==> config.mk <==
export PLATFORM = sky130hd
export DESIGN_NAME = pkt_window
export DESIGN_NICKNAME = d
export VERILOG_FILES = /design/src/rtl/pkt_window_pkg.sv /design/src/rtl/pkt_window_seq.sv /design/src/rtl/pkt_window_ptr.sv /design/src/rtl/pkt_window_rd.sv /design/src/rtl/pkt_window.sv
export SDC_FILE = /design/constraint.sdc
export NUM_CORES = 1
export LEC_CHECK = 0
export ABC_AREA = 1
export ABC_CLOCK_PERIOD_IN_PS = 4000
export BUFFER_PORTS_ARGS = -buffer_cell sky130_fd_sc_hd__buf_4
export CAP_MARGIN = 15
export CORE_MARGIN = 5
export CORE_UTILIZATION = 45
export DETAILED_ROUTE_END_ITERATION = 8
export GPL_ROUTABILITY_DRIVEN = 0
export GPL_TIMING_DRIVEN = 0
export PLACE_DENSITY = 0.69
export SLEW_MARGIN = 30
export SYNTH_ARGS = -nofsm -noshare
export SYNTH_HDL_FRONTEND = slang
export SYNTH_SLANG_ARGS = --single-unit
==> constraint.sdc <==
create_clock -name clk -period 4 [get_ports clk]
set_clock_uncertainty 0.15 [all_clocks]
set_input_delay 0.6 -clock clk [delete_from_list [all_inputs] [get_ports clk]]
set_output_delay 0.6 -clock clk [all_outputs]
set_load 0.05 [all_outputs]
==> src/rtl/pkt_window_pkg.sv <==
package pkt_window_pkg;
  localparam int unsigned OFF_W  = 4;
  localparam int unsigned PTR_W  = 16;
  localparam int unsigned RXSEL_BIT = 15;  // page source select
  localparam int unsigned AUTO_BIT  = 14;  // auto-increment enable

  localparam logic [OFF_W-1:0] OFF_PTR_LO = 4'd6;
  localparam logic [OFF_W-1:0] OFF_PTR_HI = 4'd7;
  localparam logic [OFF_W-1:0] OFF_WIDE   = 4'd12;
  localparam logic [OFF_W-1:0] OFF_BANK   = 4'd14;
  localparam logic [OFF_W-1:0] OFF_ID     = 4'd15;

  localparam logic [7:0] ID_BYTE     = 8'h33;
  localparam logic [7:0] PTR_HI_MASK = 8'hF7;

  typedef struct packed {
    logic             rd;
    logic             wr;
    logic [OFF_W-1:0] off;
    logic [7:0]       data;
    logic             last;
  } byte_op_t;
endpackage

==> src/rtl/pkt_window_seq.sv <==
module pkt_window_seq
  import pkt_window_pkg::*;
#(
  parameter int unsigned HOST_W = 32,
  parameter int unsigned LANES  = HOST_W / 8,
  parameter int unsigned LANE_W = $clog2(LANES)
) (
  input  logic              clk,
  input  logic              rst_n,
  input  logic              accept,
  input  logic              we,
  input  logic [OFF_W-1:0]  addr,
  input  logic [1:0]        size,
  input  logic [HOST_W-1:0] wdata,
  output logic              active_o,
  output byte_op_t          op_o,
  output logic [LANE_W-1:0] lane_o
);
  logic              active_q, active_d;
  logic              we_q, we_d;
  logic [OFF_W-1:0]  base_q, base_d;
  logic [HOST_W-1:0] wdata_q, wdata_d;
  logic [LANE_W-1:0] idx_q, idx_d, last_q, last_d, start_idx;
  logic [LANE_W:0]   nbytes;

  always_comb begin
    if (int'(size) >= int'(LANE_W)) nbytes = (LANE_W+1)'(LANES);
    else                             nbytes = (LANE_W+1)'(1) << size;
    // wide write at offset 12 only reaches the bank selector and offset 15
    if (we && addr == OFF_WIDE && nbytes == (LANE_W+1)'(4)) start_idx = LANE_W'(2);
    else                                                    start_idx = '0;
  end

  always_comb begin
    active_d = active_q;
    we_d     = we_q;
    base_d   = base_q;
    wdata_d  = wdata_q;
    idx_d    = idx_q;
    last_d   = last_q;
    if (accept) begin
      active_d = 1'b1;
      we_d     = we;
      base_d   = addr;
      wdata_d  = wdata;
      idx_d    = start_idx;
      last_d   = LANE_W'(nbytes - 1'b1);
    end else if (active_q) begin
      if (idx_q == last_q) active_d = 1'b0;
      else                 idx_d    = idx_q + 1'b1;
    end
  end

  always_ff @(posedge clk or negedge rst_n) begin
    if (!rst_n) begin
      active_q <= 1'b0;
      we_q     <= 1'b0;
      base_q   <= '0;
      wdata_q  <= '0;
      idx_q    <= '0;
      last_q   <= '0;
    end else begin
      active_q <= active_d;
      we_q     <= we_d;
      base_q   <= base_d;
      wdata_q  <= wdata_d;
      idx_q    <= idx_d;
      last_q   <= last_d;
    end
  end

  always_comb begin
    op_o.rd   = active_q && !we_q;
    op_o.wr   = active_q && we_q;
    op_o.off  = base_q + OFF_W'(idx_q);
    op_o.data = wdata_q[{idx_q, 3'b000} +: 8];
    op_o.last = (idx_q == last_q);
  end
  assign active_o = active_q;
  assign lane_o   = idx_q;

  // byte operations walk upward one lane per cycle, never past the last lane
  assert_lane_bound_R9: assert property (@(posedge clk) disable iff (!rst_n)
    active_q |-> (idx_q <= last_q));
  assert_lane_order_R9: assert property (@(posedge clk) disable iff (!rst_n)
    (active_q && idx_q != last_q) |=> (active_q && idx_q == $past(idx_q) + 1'b1));
  // a new request never lands on a running one
  assert_no_overlap_R11: assert property (@(posedge clk) disable iff (!rst_n)
    accept |-> !active_q);
  // the first operation of a wide write at offset 12 is the bank write
  assert_wide_skip_R10: assert property (@(posedge clk) disable iff (!rst_n)
    (accept && we && addr == OFF_WIDE && size == 2'd2) |=> (op_o.wr && op_o.off == OFF_BANK));
endmodule

==> src/rtl/pkt_window_ptr.sv <==
module pkt_window_ptr
  import pkt_window_pkg::*;
#(
  parameter int unsigned PAGE_W  = 2,
  parameter int unsigned INDEX_W = 11
) (
  input  logic               clk,
  input  logic               rst_n,
  input  logic               lo_we,
  input  logic               hi_we,
  input  logic [7:0]         wbyte,
  input  logic               access,
  input  logic [1:0]         off_lo,
  input  logic [PAGE_W-1:0]  rx_head_page,
  input  logic [PAGE_W-1:0]  pkt_num_page,
  output logic [PTR_W-1:0]   ptr_o,
  output logic [PAGE_W-1:0]  page_o,
  output logic [INDEX_W-1:0] index_o
);
  logic [PTR_W-1:0]   ptr_q, ptr_d;
  logic [INDEX_W-1:0] base_idx;
  logic               auto_inc;

  assign base_idx = ptr_q[INDEX_W-1:0];
  assign auto_inc = ptr_q[AUTO_BIT];

  always_comb begin
    ptr_d = ptr_q;
    if (lo_we) ptr_d[7:0]  = wbyte;
    if (hi_we) ptr_d[15:8] = wbyte;
    if (access && auto_inc) ptr_d[INDEX_W-1:0] = base_idx + INDEX_W'(1);
  end

  always_ff @(posedge clk or negedge rst_n) begin
    if (!rst_n) ptr_q <= '0;
    else        ptr_q <= ptr_d;
  end

  assign page_o  = ptr_q[RXSEL_BIT] ? rx_head_page : pkt_num_page;
  assign index_o = auto_inc ? base_idx : base_idx + INDEX_W'(off_lo);
  assign ptr_o   = ptr_q;

  // fixed mode leaves the pointer alone across a data access
  assert_fixed_hold_R8: assert property (@(posedge clk) disable iff (!rst_n)
    (access && !auto_inc) |=> (ptr_q == $past(ptr_q)));
  // auto mode steps only the index field, upper bits kept
  assert_auto_step_R7: assert property (@(posedge clk) disable iff (!rst_n)
    (access && auto_inc) |=> (ptr_q[PTR_W-1:INDEX_W] == $past(ptr_q[PTR_W-1:INDEX_W])
                              && ptr_q[INDEX_W-1:0] == $past(ptr_q[INDEX_W-1:0]) + INDEX_W'(1)));
endmodule

==> src/rtl/pkt_window_rd.sv <==
module pkt_window_rd #(
  parameter int unsigned HOST_W = 32,
  parameter int unsigned LANES  = HOST_W / 8,
  parameter int unsigned LANE_W = $clog2(LANES)
) (
  input  logic              clk,
  input  logic              rst_n,
  input  logic              clear,
  input  logic              op_rd,
  input  logic              op_last,
  input  logic [LANE_W-1:0] lane,
  input  logic              from_ram,
  input  logic [7:0]        reg_byte,
  input  logic [7:0]        ram_rdata,
  output logic              pend_o,
  output logic              rvalid_o,
  output logic [HOST_W-1:0] rdata_o
);
  logic              pend_q, last_q, ram_q, rvalid_q;
  logic [LANE_W-1:0] lane_q;
  logic [7:0]        regb_q, rbyte;
  logic [HOST_W-1:0] acc_q, acc_d;

  assign rbyte = ram_q ? ram_rdata : regb_q;

  always_comb begin
    acc_d = acc_q;
    if (clear)  acc_d = '0;
    if (pend_q) acc_d[{lane_q, 3'b000} +: 8] = rbyte;
  end

  always_ff @(posedge clk or negedge rst_n) begin
    if (!rst_n) begin
      pend_q   <= 1'b0;
      last_q   <= 1'b0;
      ram_q    <= 1'b0;
      lane_q   <= '0;
      regb_q   <= '0;
      acc_q    <= '0;
      rvalid_q <= 1'b0;
    end else begin
      pend_q   <= op_rd;
      last_q   <= op_last;
      ram_q    <= from_ram;
      lane_q   <= lane;
      regb_q   <= reg_byte;
      acc_q    <= acc_d;
      rvalid_q <= pend_q && last_q;
    end
  end

  assign pend_o   = pend_q;
  assign rvalid_o = rvalid_q;
  assign rdata_o  = acc_q;

  // the word is never cleared while a lane is still landing
  assert_clear_idle_R11: assert property (@(posedge clk) disable iff (!rst_n)
    clear |-> !pend_q);
endmodule

==> src/rtl/pkt_window.sv <==
module pkt_window
  import pkt_window_pkg::*;
#(
  parameter int unsigned HOST_W    = 32,
  parameter int unsigned PAGE_W    = 2,
  parameter int unsigned INDEX_W   = 11,
  parameter logic [7:0]  DATA_BANK = 8'h02
) (
  input  logic               clk,
  input  logic               rst_n,
  input  logic               host_req,
  input  logic               host_we,
  input  logic [3:0]         host_addr,
  input  logic [1:0]         host_size,
  input  logic [HOST_W-1:0]  host_wdata,
  output logic               host_busy,
  output logic               host_rvalid,
  output logic [HOST_W-1:0]  host_rdata,
  input  logic [PAGE_W-1:0]  rx_head_page,
  input  logic [PAGE_W-1:0]  pkt_num_page,
  output logic               ram_en,
  output logic               ram_we,
  output logic [PAGE_W-1:0]  ram_page,
  output logic [INDEX_W-1:0] ram_index,
  output logic [7:0]         ram_wdata,
  input  logic [7:0]         ram_rdata
);
  localparam int unsigned LANES  = HOST_W / 8;
  localparam int unsigned LANE_W = $clog2(LANES);

  // reset asserted at once, released after two clock edges
  logic [1:0] rst_pipe;
  logic       rst_ni;
  always_ff @(posedge clk or negedge rst_n) begin
    if (!rst_n) rst_pipe <= 2'b00;
    else        rst_pipe <= {rst_pipe[0], 1'b1};
  end
  assign rst_ni = rst_pipe[1];

  byte_op_t          op;
  logic [LANE_W-1:0] lane;
  logic              seq_active, rd_pend, accept;
  logic [7:0]        bank_q, bank_d, reg_byte;
  logic              in_bank, data_sel, ptr_lo_we, ptr_hi_we, data_acc;
  logic [PTR_W-1:0]  ptr;

  assign host_busy = seq_active || rd_pend;
  assign accept    = host_req && !host_busy;

  pkt_window_seq #(.HOST_W(HOST_W)) i_seq (
    .clk(clk), .rst_n(rst_ni), .accept(accept), .we(host_we), .addr(host_addr),
    .size(host_size), .wdata(host_wdata), .active_o(seq_active), .op_o(op), .lane_o(lane)
  );

  // bank selector, reachable from every bank
  always_comb begin
    bank_d = bank_q;
    if (op.wr && op.off == OFF_BANK) bank_d = op.data;
  end
  always_ff @(posedge clk or negedge rst_ni) begin
    if (!rst_ni) bank_q <= 8'h00;
    else         bank_q <= bank_d;
  end

  assign in_bank   = (bank_q == DATA_BANK);
  assign data_sel  = in_bank && (op.off[3:2] == 2'b10);
  assign ptr_lo_we = op.wr && in_bank && (op.off == OFF_PTR_LO);
  assign ptr_hi_we = op.wr && in_bank && (op.off == OFF_PTR_HI);
  assign data_acc  = (op.rd || op.wr) && data_sel;

  pkt_window_ptr #(.PAGE_W(PAGE_W), .INDEX_W(INDEX_W)) i_ptr (
    .clk(clk), .rst_n(rst_ni), .lo_we(ptr_lo_we), .hi_we(ptr_hi_we), .wbyte(op.data),
    .access(data_acc), .off_lo(op.off[1:0]), .rx_head_page(rx_head_page),
    .pkt_num_page(pkt_num_page), .ptr_o(ptr), .page_o(ram_page), .index_o(ram_index)
  );

  always_comb begin
    reg_byte = 8'h00;
    if (op.off == OFF_BANK)                    reg_byte = bank_q;
    else if (op.off == OFF_ID)                 reg_byte = ID_BYTE;
    else if (in_bank && op.off == OFF_PTR_LO)  reg_byte = ptr[7:0];
    else if (in_bank && op.off == OFF_PTR_HI)  reg_byte = ptr[15:8] & PTR_HI_MASK;
  end

  pkt_window_rd #(.HOST_W(HOST_W)) i_rd (
    .clk(clk), .rst_n(rst_ni), .clear(accept), .op_rd(op.rd), .op_last(op.last),
    .lane(lane), .from_ram(data_sel), .reg_byte(reg_byte), .ram_rdata(ram_rdata),
    .pend_o(rd_pend), .rvalid_o(host_rvalid), .rdata_o(host_rdata)
  );

  assign ram_en    = data_acc;
  assign ram_we    = op.wr && data_sel;
  assign ram_wdata = op.data;

  // a write at offset 15 leaves the bank value untouched
  assert_id_write_ignored_R2: assert property (@(posedge clk) disable iff (!rst_ni)
    (op.wr && op.off == OFF_ID) |=> $stable(bank_q));
  // memory traffic only while the data bank is selected
  assert_ram_gated_R5: assert property (@(posedge clk) disable iff (!rst_ni)
    ram_en |-> (bank_q == DATA_BANK));
  // the read word appears only once the access has drained
  assert_rvalid_idle_R11: assert property (@(posedge clk) disable iff (!rst_ni)
    host_rvalid |-> !host_busy);
  assert_single_pulse_R11: assert property (@(posedge clk) disable iff (!rst_ni)
    host_rvalid |=> !host_rvalid);
  // one byte operation per cycle, never both directions
  assert_one_dir_R9: assert property (@(posedge clk) disable iff (!rst_ni)
    $onehot0({op.rd, op.wr}));
endmodule

==> results of run 1 <==
## critical path: cells and delay by family, from the launching register on
family	cells	cell delay, ns
buffers and inverters	2	0.30
flip-flops	1	0.38
XOR/XNOR	1	0.19
adder cells (fa/ha/maj)	3	1.21
AND/OR/NAND/NOR	5	0.56
## final timing paths
path | cells after the start | slack (ns) | to
setup / recovery | 11 | 0.20 | ram_index[10]
hold reg to reg | 0 | 0.11 | i_seq.wdata_q[31]
hold / removal | 0 | 0.11 | i_seq.wdata_q[31]
setup reg to reg | 11 | 1.44 | i_ptr.ptr_o[1]
min in group clk | 0 | 0.20 | rst_pipe[1]
max in group asynchronous | 2 | 2.75 | i_rd.rdata_o[21]
## power by group through the flow
stage	Combinational (mW)	Clock, mW	Sequential, mW
final	2.11	1.60	1.63
after global routing	2.34	1.68	1.66
after CTS	2.10	1.62	1.63
after detailed placement	2.08	0	1.65
after global placement	2.02	0	1.65
after floorplan	1.45	0	1.65
## sequential cells by signal (all words and copies together), names as in the netlist
signal and flops:
i_seq.wdata_q 32, i_seq.base_q 4, i_seq.active_o 1, bank_q 8
i_rd.pend_o 1, i_rd.last_q 1, i_rd.regb_q 8, rst_pipe 2
i_rd.ram_q 1, i_rd.rvalid_o 1, i_seq.last_q 2, i_seq.lane_o 2
i_rd.rdata_o 32, i_rd.lane_q 2, i_ptr.ptr_o 15, i_seq.we_q 1
## final cells by class
cell class	instances	area, sq um	area share
plain buffers	28	141.4	0.01876
clock buffers	22	474.2	0.06293
clock inverters	10	156.4	0.02075
inverters	59	226.5	0.03005
multi-input cells	514	2592	0.3440
flip-flops and latches	113	2831	0.3757
well taps	172	215.2	0.02856
repair buffers	115	898.4	0.1192
## metal layers
metal  vias up  wire [microns]
met5         -               0
met4         0             292
met3        31            1127
met2       184            7330
met1      2472            6491
li1       2566               -
## what timing repair did
item	CTS	global route
hold buffers	1	0
pin swaps	0	3
hold endpoints to repair	2	0
resized for setup	2	6
setup buffers	0	2
endpoints found under the setup margin	1	1
## placed cells by master (no fill, tap or decap), types with 3 or more instances in the layout
cell and n:
a21oi_1 4, buf_2 13, buf_4 113, bufinv_16 4
clkbuf_1 13, clkbuf_16 17, clkbuf_8 3, clkinv_2 4
dfrtp_1 112, ha_1 10, inv_1 48, inv_2 8
nand2_1 248, nand2_2 3, nand2_4 5, nand3_1 86
nand4_1 5, nor2_1 32, nor2_2 4, nor2_4 8
nor3_1 3, o21ai_0 61, o22ai_1 7, xor2_1 16
## cells by family after synthesis
group | Yosys count | synth area share
and+or+nand+nor | 403 | 0.3132
xor gates and xnor gates | 17 | 0.02582
buffers and inverters | 87 | 0.06380
other | 1 | 0.0006504
adders and majority gates | 13 | 0.03082
AOI/OAI and AO/OA | 78 | 0.07140
muxes | 2 | 0.003906
DFF | 113 | 0.4905
==> results.json, run 1 <==
{
  "outcome": "complete, no violations",
  "power.internal_mw": 3.150,
  "nets": 915,
  "swShare": 0.4102,
  "drt-initial-drc-count": 500,
  "fin_ws_ns": 0.2045,
  "yosysWarnings": 0,
  "drtPass1Iterations": 5,
  "row_count": 41,
  "clk_latency_ns": 0.41,
  "slew_headroom": 0.4237,
  "grtUsageMet2": 0.3384,
  "p_per_area_nw_per_um2": 708.8,
  "final_cells": 1033,
  "io_buffer_count": 110,
  "hold_path.class": "flip-flop to asynchronous set/reset pin",
  "netlist_area_sq_um": 5766,
  "grt_pass1_wl_mm": 24.76,
  "cp_max_fo": 4,
  "clk_path_buf_depth": 2,
  "worstMarginPinSlew_ns": 0.8579,
  "met1_usage": 0.2779,
  "yosysTopAreaCell": "dfrtp_1",
  "ioPinCount": 111,
  "startpoint": "i_seq.base_q[0]",
  "path_cells": "ha_2 > fa_2 > inv_2 > fa_2 > nor2_4 > nand3_2 > nor2_1 > nand2_1 > nor2_2 > xor2_1 > buf_4",
  "final_util": 0.5996,
  "synth-seq-cells": 113,
  "dpl.hpwl_mm": 11.46,
  "grt-busiest-layer": "met2",
  "critPathRequiredTime_ns": 3.25,
  "placed_area_sq_um": 6858,
  "drive_above_1_share": 0.2369,
  "avgSynthCellArea_sq_um": 8.075,
  "die_w_microns": 123.2,
  "path_clk_slew_ns": 0.06,
  "cp_slowest_cell": "fa_2",
  "path_common_cell": "fa_2",
  "yosysMostFrequentCell": "nand2_1",
  "antenna_found_initial": 0,
  "synth-edff-count": 0,
  "worstPathArrival_ns": 3.05,
  "yosysTopAreaCellShare": 0.4905,
  "yosys-top-cells-count": "nand2_1, dfrtp_1, nand3_1, o21ai_0, inv_1",
  "place_inst": 998,
  "clockPowerShare": 0.299,
  "rr_startpoint": "i_seq.base_q[0]",
  "hold_ws_ns": 0.1144,
  "htreeDepth": 4,
  "diodes": 0,
  "total_power_mw": 5.342,
  "combPwrFrac": 0.395,
  "core_area_sq_um": 12570,
  "ys.flop_type": "dfrtp_1",
  "tns_ns": 0,
  "grt_usage": 0.2108,
  "synth.distinct_cells": 39,
  "start_util": 0.4587,
  "grt-ovfl-total": 0,
  "dieArea_sq_um": 15180,
  "ir_drop_v": 0.0003600,
  "power_leakage_nw": 3.886,
  "p_switching_mw": 2.191,
  "syn_to_final_growth_pct": 30.71,
  "fillCellCount": 1129,
  "globalRouteMet3Util": 0.05444,
  "vias_per_cell": 5.085,
  "dp_slack_ns": 0.3803,
  "detail-route-antenna-nets": 0,
  "async_flop_share": 1.000,
  "final.min_clock_period_ns": 3.796,
  "die_h_microns": 123.2,
  "fmax_ghz": 0.2635,
  "critPathKind": "flip-flop to output port",
  "post-route-period-util": 0.9489,
  "finalHoldViolCount": 0,
  "vias": 5253,
  "fin_area_sq_um": 7536,
  "postSynthNetCount": 781,
  "numClockSinks": 113,
  "cts-root-buf": "clkbuf_16",
  "endpoint_kind": "output port",
  "cts-buffers-inserted": 17,
  "yosysSeqAreaShare": 0.4905,
  "remaining_drc_errors": 0,
  "pwr-share-seq": 0.305,
  "routedWlPerCell_microns": 14.76,
  "slowest_delay_ns": 0.63,
  "startpoint_type": "flip-flop",
  "rsz0062_at_grt": "false",
  "synth_cells": 714,
  "setup_violations": 0,
  "cts_tree": "built",
  "grt_pass1_vias": 5048,
  "finalMaxSlewViolations": 0,
  "routed_wl_mm": 15.24,
  "synth_area_leaders": "dfrtp_1, nand2_1, nand3_1",
  "drv_cap": 0,
  "grt_max_degree": 54
}
Power figures use the tool's default switching activity.
==> inputs of run 2 (changes only) <==
--- a/config.mk
+++ b/config.mk
@@ -10,12 +10,12 @@
 export BUFFER_PORTS_ARGS = -buffer_cell sky130_fd_sc_hd__buf_4
 export CAP_MARGIN = 15
 export CORE_MARGIN = 5
-export CORE_UTILIZATION = 45
+export CORE_UTILIZATION = 23
 export DETAILED_ROUTE_END_ITERATION = 8
 export GPL_ROUTABILITY_DRIVEN = 0
 export GPL_TIMING_DRIVEN = 0
-export PLACE_DENSITY = 0.69
 export SLEW_MARGIN = 30
 export SYNTH_ARGS = -nofsm -noshare
 export SYNTH_HDL_FRONTEND = slang
+export SYNTH_HIERARCHICAL = 1
 export SYNTH_SLANG_ARGS = --single-unit
==> results.json, run 2 <==
{
  "diodes": 0,
  "path_cells": "ha_1 > fa_1 > fa_1 > nand2_1 > inv_1 > nand3_1 > xor2_1 > buf_4",
  "rsz0062_at_grt": "false",
  "cts_resized": 0,
  "ir_drop_v": 0.0005228,
  "final_common_cell": "nand2_1",
  "routed_wl_mm": 17.14,
  "setup_violations": 0,
  "clk_path_buf_depth": 2,
  "pwr-share-seq": 0.278,
  "htreeDepth": 4,
  "drv_cap": 0,
  "finalHoldViolCount": 0,
  "drive_above_1_share": 0.2649,
  "worstPathArrival_ns": 2.90,
  "clk_latency_ns": 0.40,
  "dieArea_sq_um": 28670,
  "cts-root-buf": "clkbuf_16",
  "remaining_drc_errors": 0,
  "core_area_sq_um": 25110,
  "fin_area_sq_um": 7791,
  "numClockSinks": 113,
  "layout_common_cells": "nand2_1, buf_4, dfrtp_1",
  "hold_ws_ns": 0.1012,
  "p_switching_mw": 3.017,
  "routedWlPerCell_microns": 14.44,
  "grt_pass1_vias": 5042,
  "slew_headroom": 0.5307,
  "post-route-period-util": 0.9116,
  "yosysWarnings": 6,
  "postSynthNetCount": 779,
  "dpl.hpwl_mm": 12.86,
  "syn_to_final_growth_pct": 33.43,
  "cp_max_fo": 6,
  "grt-busiest-layer": "met2",
  "netlist_area_sq_um": 5839,
  "critPathRequiredTime_ns": 3.25,
  "finalMaxSlewViolations": 0,
  "antenna_found_initial": 0,
  "drt-initial-drc-count": 380,
  "globalRouteMet3Util": 0.03424,
  "endpoint_kind": "output port",
  "io_buffer_count": 110,
  "path_clk_slew_ns": 0.06,
  "met1_usage": 0.1675,
  "outcome": "complete, no violations",
  "grt_pass1_wl_mm": 27.46,
  "fmax_ghz": 0.2742,
  "final.min_clock_period_ns": 3.646,
  "ioPinCount": 111,
  "power.internal_mw": 3.553,
  "critPathKind": "flip-flop to output port",
  "die_h_microns": 169.3,
  "drtPass1Iterations": 5,
  "die_w_microns": 169.3,
  "row_count": 58,
  "nets": 911,
  "grt_usage": 0.1202,
  "p_per_area_nw_per_um2": 843.3,
  "worstMarginPinSlew_ns": 0.7040,
  "power_leakage_nw": 3.997,
  "swShare": 0.4592,
  "grt-ovfl-total": 0,
  "placed_area_sq_um": 7129,
  "vias": 5239,
  "combPwrFrac": 0.470,
  "fillCellCount": 2713,
  "cts_tree": "built",
  "hold_path.class": "flip-flop to asynchronous set/reset pin",
  "avgSynthCellArea_sq_um": 8.201,
  "grtUsageMet2": 0.1861,
  "crit_family": "adder cells",
  "grt_max_degree": 48,
  "slowest_delay_ns": 0.58,
  "critPathBufInv": 2,
  "vias_per_cell": 4.414,
  "detail-route-antenna-nets": 0,
  "cts-buffers-inserted": 17,
  "clockPowerShare": 0.252,
  "synth_cells": 712,
  "cp_slowest_cell": "fa_1",
  "path_common_cell": "fa_1",
  "startpoint_type": "flip-flop",
  "start_util": 0.2326,
  "total_power_mw": 6.570
}
==> run 2: worst paths after layout <==
check | from | end | slack [ns] | depth (start not counted)
max | i_seq/lane_o[0] | ram_index[10] | 0.35 | 8
min | rst_pipe[1] | i_rd/rdata_o[25] | 0.10 | 0
max reg2reg | i_seq/lane_o[0] | i_ptr/ptr_o[10] | 0.76 | 11
min reg2reg | rst_pipe[1] | i_rd/rdata_o[25] | 0.10 | 0
max in group asynchronous | rst_pipe[1] | i_ptr/ptr_o[0] | 2.76 | 2
min in group clk | rst_pipe[0] | rst_pipe[1] | 0.20 | 0
==> run 2: timing repair <==
action,4_1_cts,5_1_grt
endpoints found under the hold margin,2,0
endpoints found under the setup margin,0,0
setup buffers,0,0
hold buffers,1,0
==> run 2: power groups by stage <==
stage / sequential [mW] / clock, mW / combinational (mW)
2_1_floorplan: 1.82 / 0 / 2.17
5_1_grt: 1.87 / 1.74 / 3.42
3_3_place_gp: 1.85 / 0 / 3.06
3_5_place_dp: 1.84 / 0 / 3.12
6_report: 1.83 / 1.65 / 3.09
4_1_cts: 1.83 / 1.69 / 3.13
==> run 2: layout make-up <==
| cell class | count | area, sq um | share of cell area |
|---|---|---|---|
| Buffer | 28 | 177.7 | 0.02280 |
| Tap cell | 330 | 412.9 | 0.05300 |
| Clock inverter | 14 | 212.7 | 0.02730 |
| Multi-Input combinational cell | 526 | 2663 | 0.3417 |
| Inverter | 45 | 171.4 | 0.02200 |
| Timing Repair Buffer | 113 | 883.3 | 0.1134 |
| Sequential cell | 113 | 2831 | 0.3634 |
| Clock buffer | 18 | 439.2 | 0.05637 |
==> run 2: metal layers <==
layer	vias to the layer above	part of all wire
met3	14	0.070
met4	0	0.0090
li1	2591	-
met1	2445	0.46
met5	-	0
met2	189	0.46
==> run 2: through the flow <==
stage / worst slack, ns / util / TNS [ns] / cells
after CTS: 0.3357 / 0.3103 / 0 / 1187
after floorplan: 0.4689 / - / 0 / 712
after detailed placement: 0.7889 / 0.2839 / 0 / 1154
after global routing: 0.1671 / 0.3103 / 0 / 1187
final: 0.3535 / 0.3103 / 0 / 1187
after global placement: -0.9539 / 0.2819 / -105.01 / 1152
==> inputs of run 3 (changes only) <==
--- a/config.mk
+++ b/config.mk
@@ -9,6 +9,7 @@
 export ABC_CLOCK_PERIOD_IN_PS = 4000
 export BUFFER_PORTS_ARGS = -buffer_cell sky130_fd_sc_hd__buf_4
 export CAP_MARGIN = 15
+export CORE_ASPECT_RATIO = 1.75
 export CORE_MARGIN = 5
 export CORE_UTILIZATION = 23
 export DETAILED_ROUTE_END_ITERATION = 8
==> results.json, run 3 (synthesis gave the netlist of run 2 again) <==
{
  "outcome": "complete, no violations",
  "tns_ns": 0,
  "grt_pass1_wl_mm": 28.48,
  "final.min_clock_period_ns": 3.759,
  "dieArea_sq_um": 28800,
  "clk_latency_ns": 0.41,
  "grt_max_degree": 48,
  "vias": 5131,
  "worstPathArrival_ns": 3.01,
  "clk_path_buf_depth": 2,
  "critPathKind": "flip-flop to output port",
  "dpl.hpwl_mm": 14.34,
  "die_w_microns": 130.4,
  "row_count": 77,
  "grt_usage": 0.1310,
  "drive_above_1_share": 0.2629,
  "cp_max_fo": 6,
  "detail-route-antenna-nets": 0,
  "fmax_ghz": 0.2660,
  "numClockSinks": 113,
  "antenna_found_initial": 0,
  "nets": 911,
  "ir_drop_v": 0.0005884,
  "wl_met1_mm": 6.707,
  "slew_headroom": 0.4685,
  "drv_cap": 0,
  "post-route-period-util": 0.9398,
  "cts_tree": "built",
  "path_clk_slew_ns": 0.05,
  "cts_resized": 0,
  "finalHoldViolCount": 0,
  "wl_met3_microns": 866,
  "startpoint_type": "flip-flop",
  "io_buffer_count": 110,
  "highest-signal-layer": "met4",
  "routedWlPerCell_microns": 15.69,
  "core_area_sq_um": 25150,
  "finalMaxSlewViolations": 0,
  "grt-ovfl-total": 0,
  "start_util": 0.2322,
  "rsz0062_at_grt": "false",
  "die_h_microns": 220.8,
  "routed-wl-met2_mm": 10.17,
  "critPathRequiredTime_ns": 3.25,
  "setup_violations": 0,
  "htreeDepth": 4,
  "drt-initial-drc-count": 312,
  "drtPass1Iterations": 5,
  "layout_common_cells": "nand2_1, buf_4, dfrtp_1",
  "power_leakage_nw": 3.981,
  "endpoint_kind": "output port",
  "final_common_cell": "nand2_1",
  "syn_to_final_growth_pct": 31.97,
  "postCtsSetupBuffers": 0,
  "ioPinCount": 111,
  "diodes": 0,
  "cts-buffers-inserted": 17,
  "routed_wl_mm": 18.39,
  "vias_per_cell": 4.378,
  "cts-root-buf": "clkbuf_16",
  "hold_path.class": "flip-flop to asynchronous set/reset pin",
  "remaining_drc_errors": 0,
  "worstMarginPinSlew_ns": 0.7972,
  "p_per_area_nw_per_um2": 840.4,
  "final_util": 0.3065,
  "grt_pass1_vias": 5161
}
-- run 3: metrics by stage --
step | power, mW | hold WS, ns | worst slack, ns | area (sq um) | instances
6_report | 6.476 | 0.1201 | 0.2408 | 7706 | 1172
5_1_grt | 6.910 | 0.1689 | 0.1291 | 7706 | 1172
4_1_cts | 6.558 | 0.1450 | 0.1998 | 7706 | 1172
3_5_place_dp | 5.012 | 0.1311 | 0.6672 | 7112 | 1140
3_3_place_gp | 4.956 | 0.1862 | -0.8235 | 7061 | 1138
2_1_floorplan | 3.986 | 0.1544 | 0.4689 | 5839 | 712
-- run 3: area by class of cell --
class	count	area, sq um
Multi-Input combinational cell	526	2663
Sequential cell	113	2831
Timing Repair Buffer	113	883.3
Inverter	45	171.4
Tap cell	316	395.4
Fill cell	2630	17440
Clock buffer	19	442.9
Buffer	28	177.7
Clock inverter	12	141.4
-- run 3: worst paths after layout --
| path | endpoint | slack (ns) | startpoint | cells past startpoint |
|---|---|---|---|---|
| min | i_ptr/ptr_o[10] | 0.12 | rst_pipe[1] | 0 |
| min reg2reg | i_ptr/ptr_o[10] | 0.12 | rst_pipe[1] | 0 |
| max | ram_index[8] | 0.24 | i_seq/lane_o[0] | 9 |
| max in group asynchronous | i_rd/rvalid_o | 2.98 | rst_pipe[1] | 1 |
| max reg2reg | i_ptr/ptr_o[10] | 0.65 | i_seq/lane_o[0] | 11 |
| min in group clk | rst_pipe[1] | 0.20 | rst_pipe[0] | 0 |
-- run 3: report_power, final --
group          leakage (nW)  internal (mW)  switching [mW]
registers              1.47           1.50           0.336
clock network         0.292          0.983           0.528
logic                  2.22          0.935            2.19
total                  3.98           3.42            3.06
-- run 3: critical path, stage by stage, from the launching register on --
cell and delay, ns:
dfrtp_1 0.47, ha_1 0.27, fa_1 0.58, fa_1 0.46, nand2_1 0.20, inv_1 0.10, nand2_2 0.10, nor2_2 0.04
xor2_1 0.15, buf_4 0.23
-- run 3: routing by layer --
metal | global-route usage | up-vias
met5 | 0 | -
met3 | 0.02657 | 34
met2 | 0.2421 | 134
li1 | - | 2584
met4 | 0.06486 | 0
met1 | 0.1386 | 2379
-- run 3: timing repair --
item / CTS / global route
endpoints found under the setup margin: 0 / 0
hold buffers: 1 / 0
hold endpoints to repair: 2 / 0
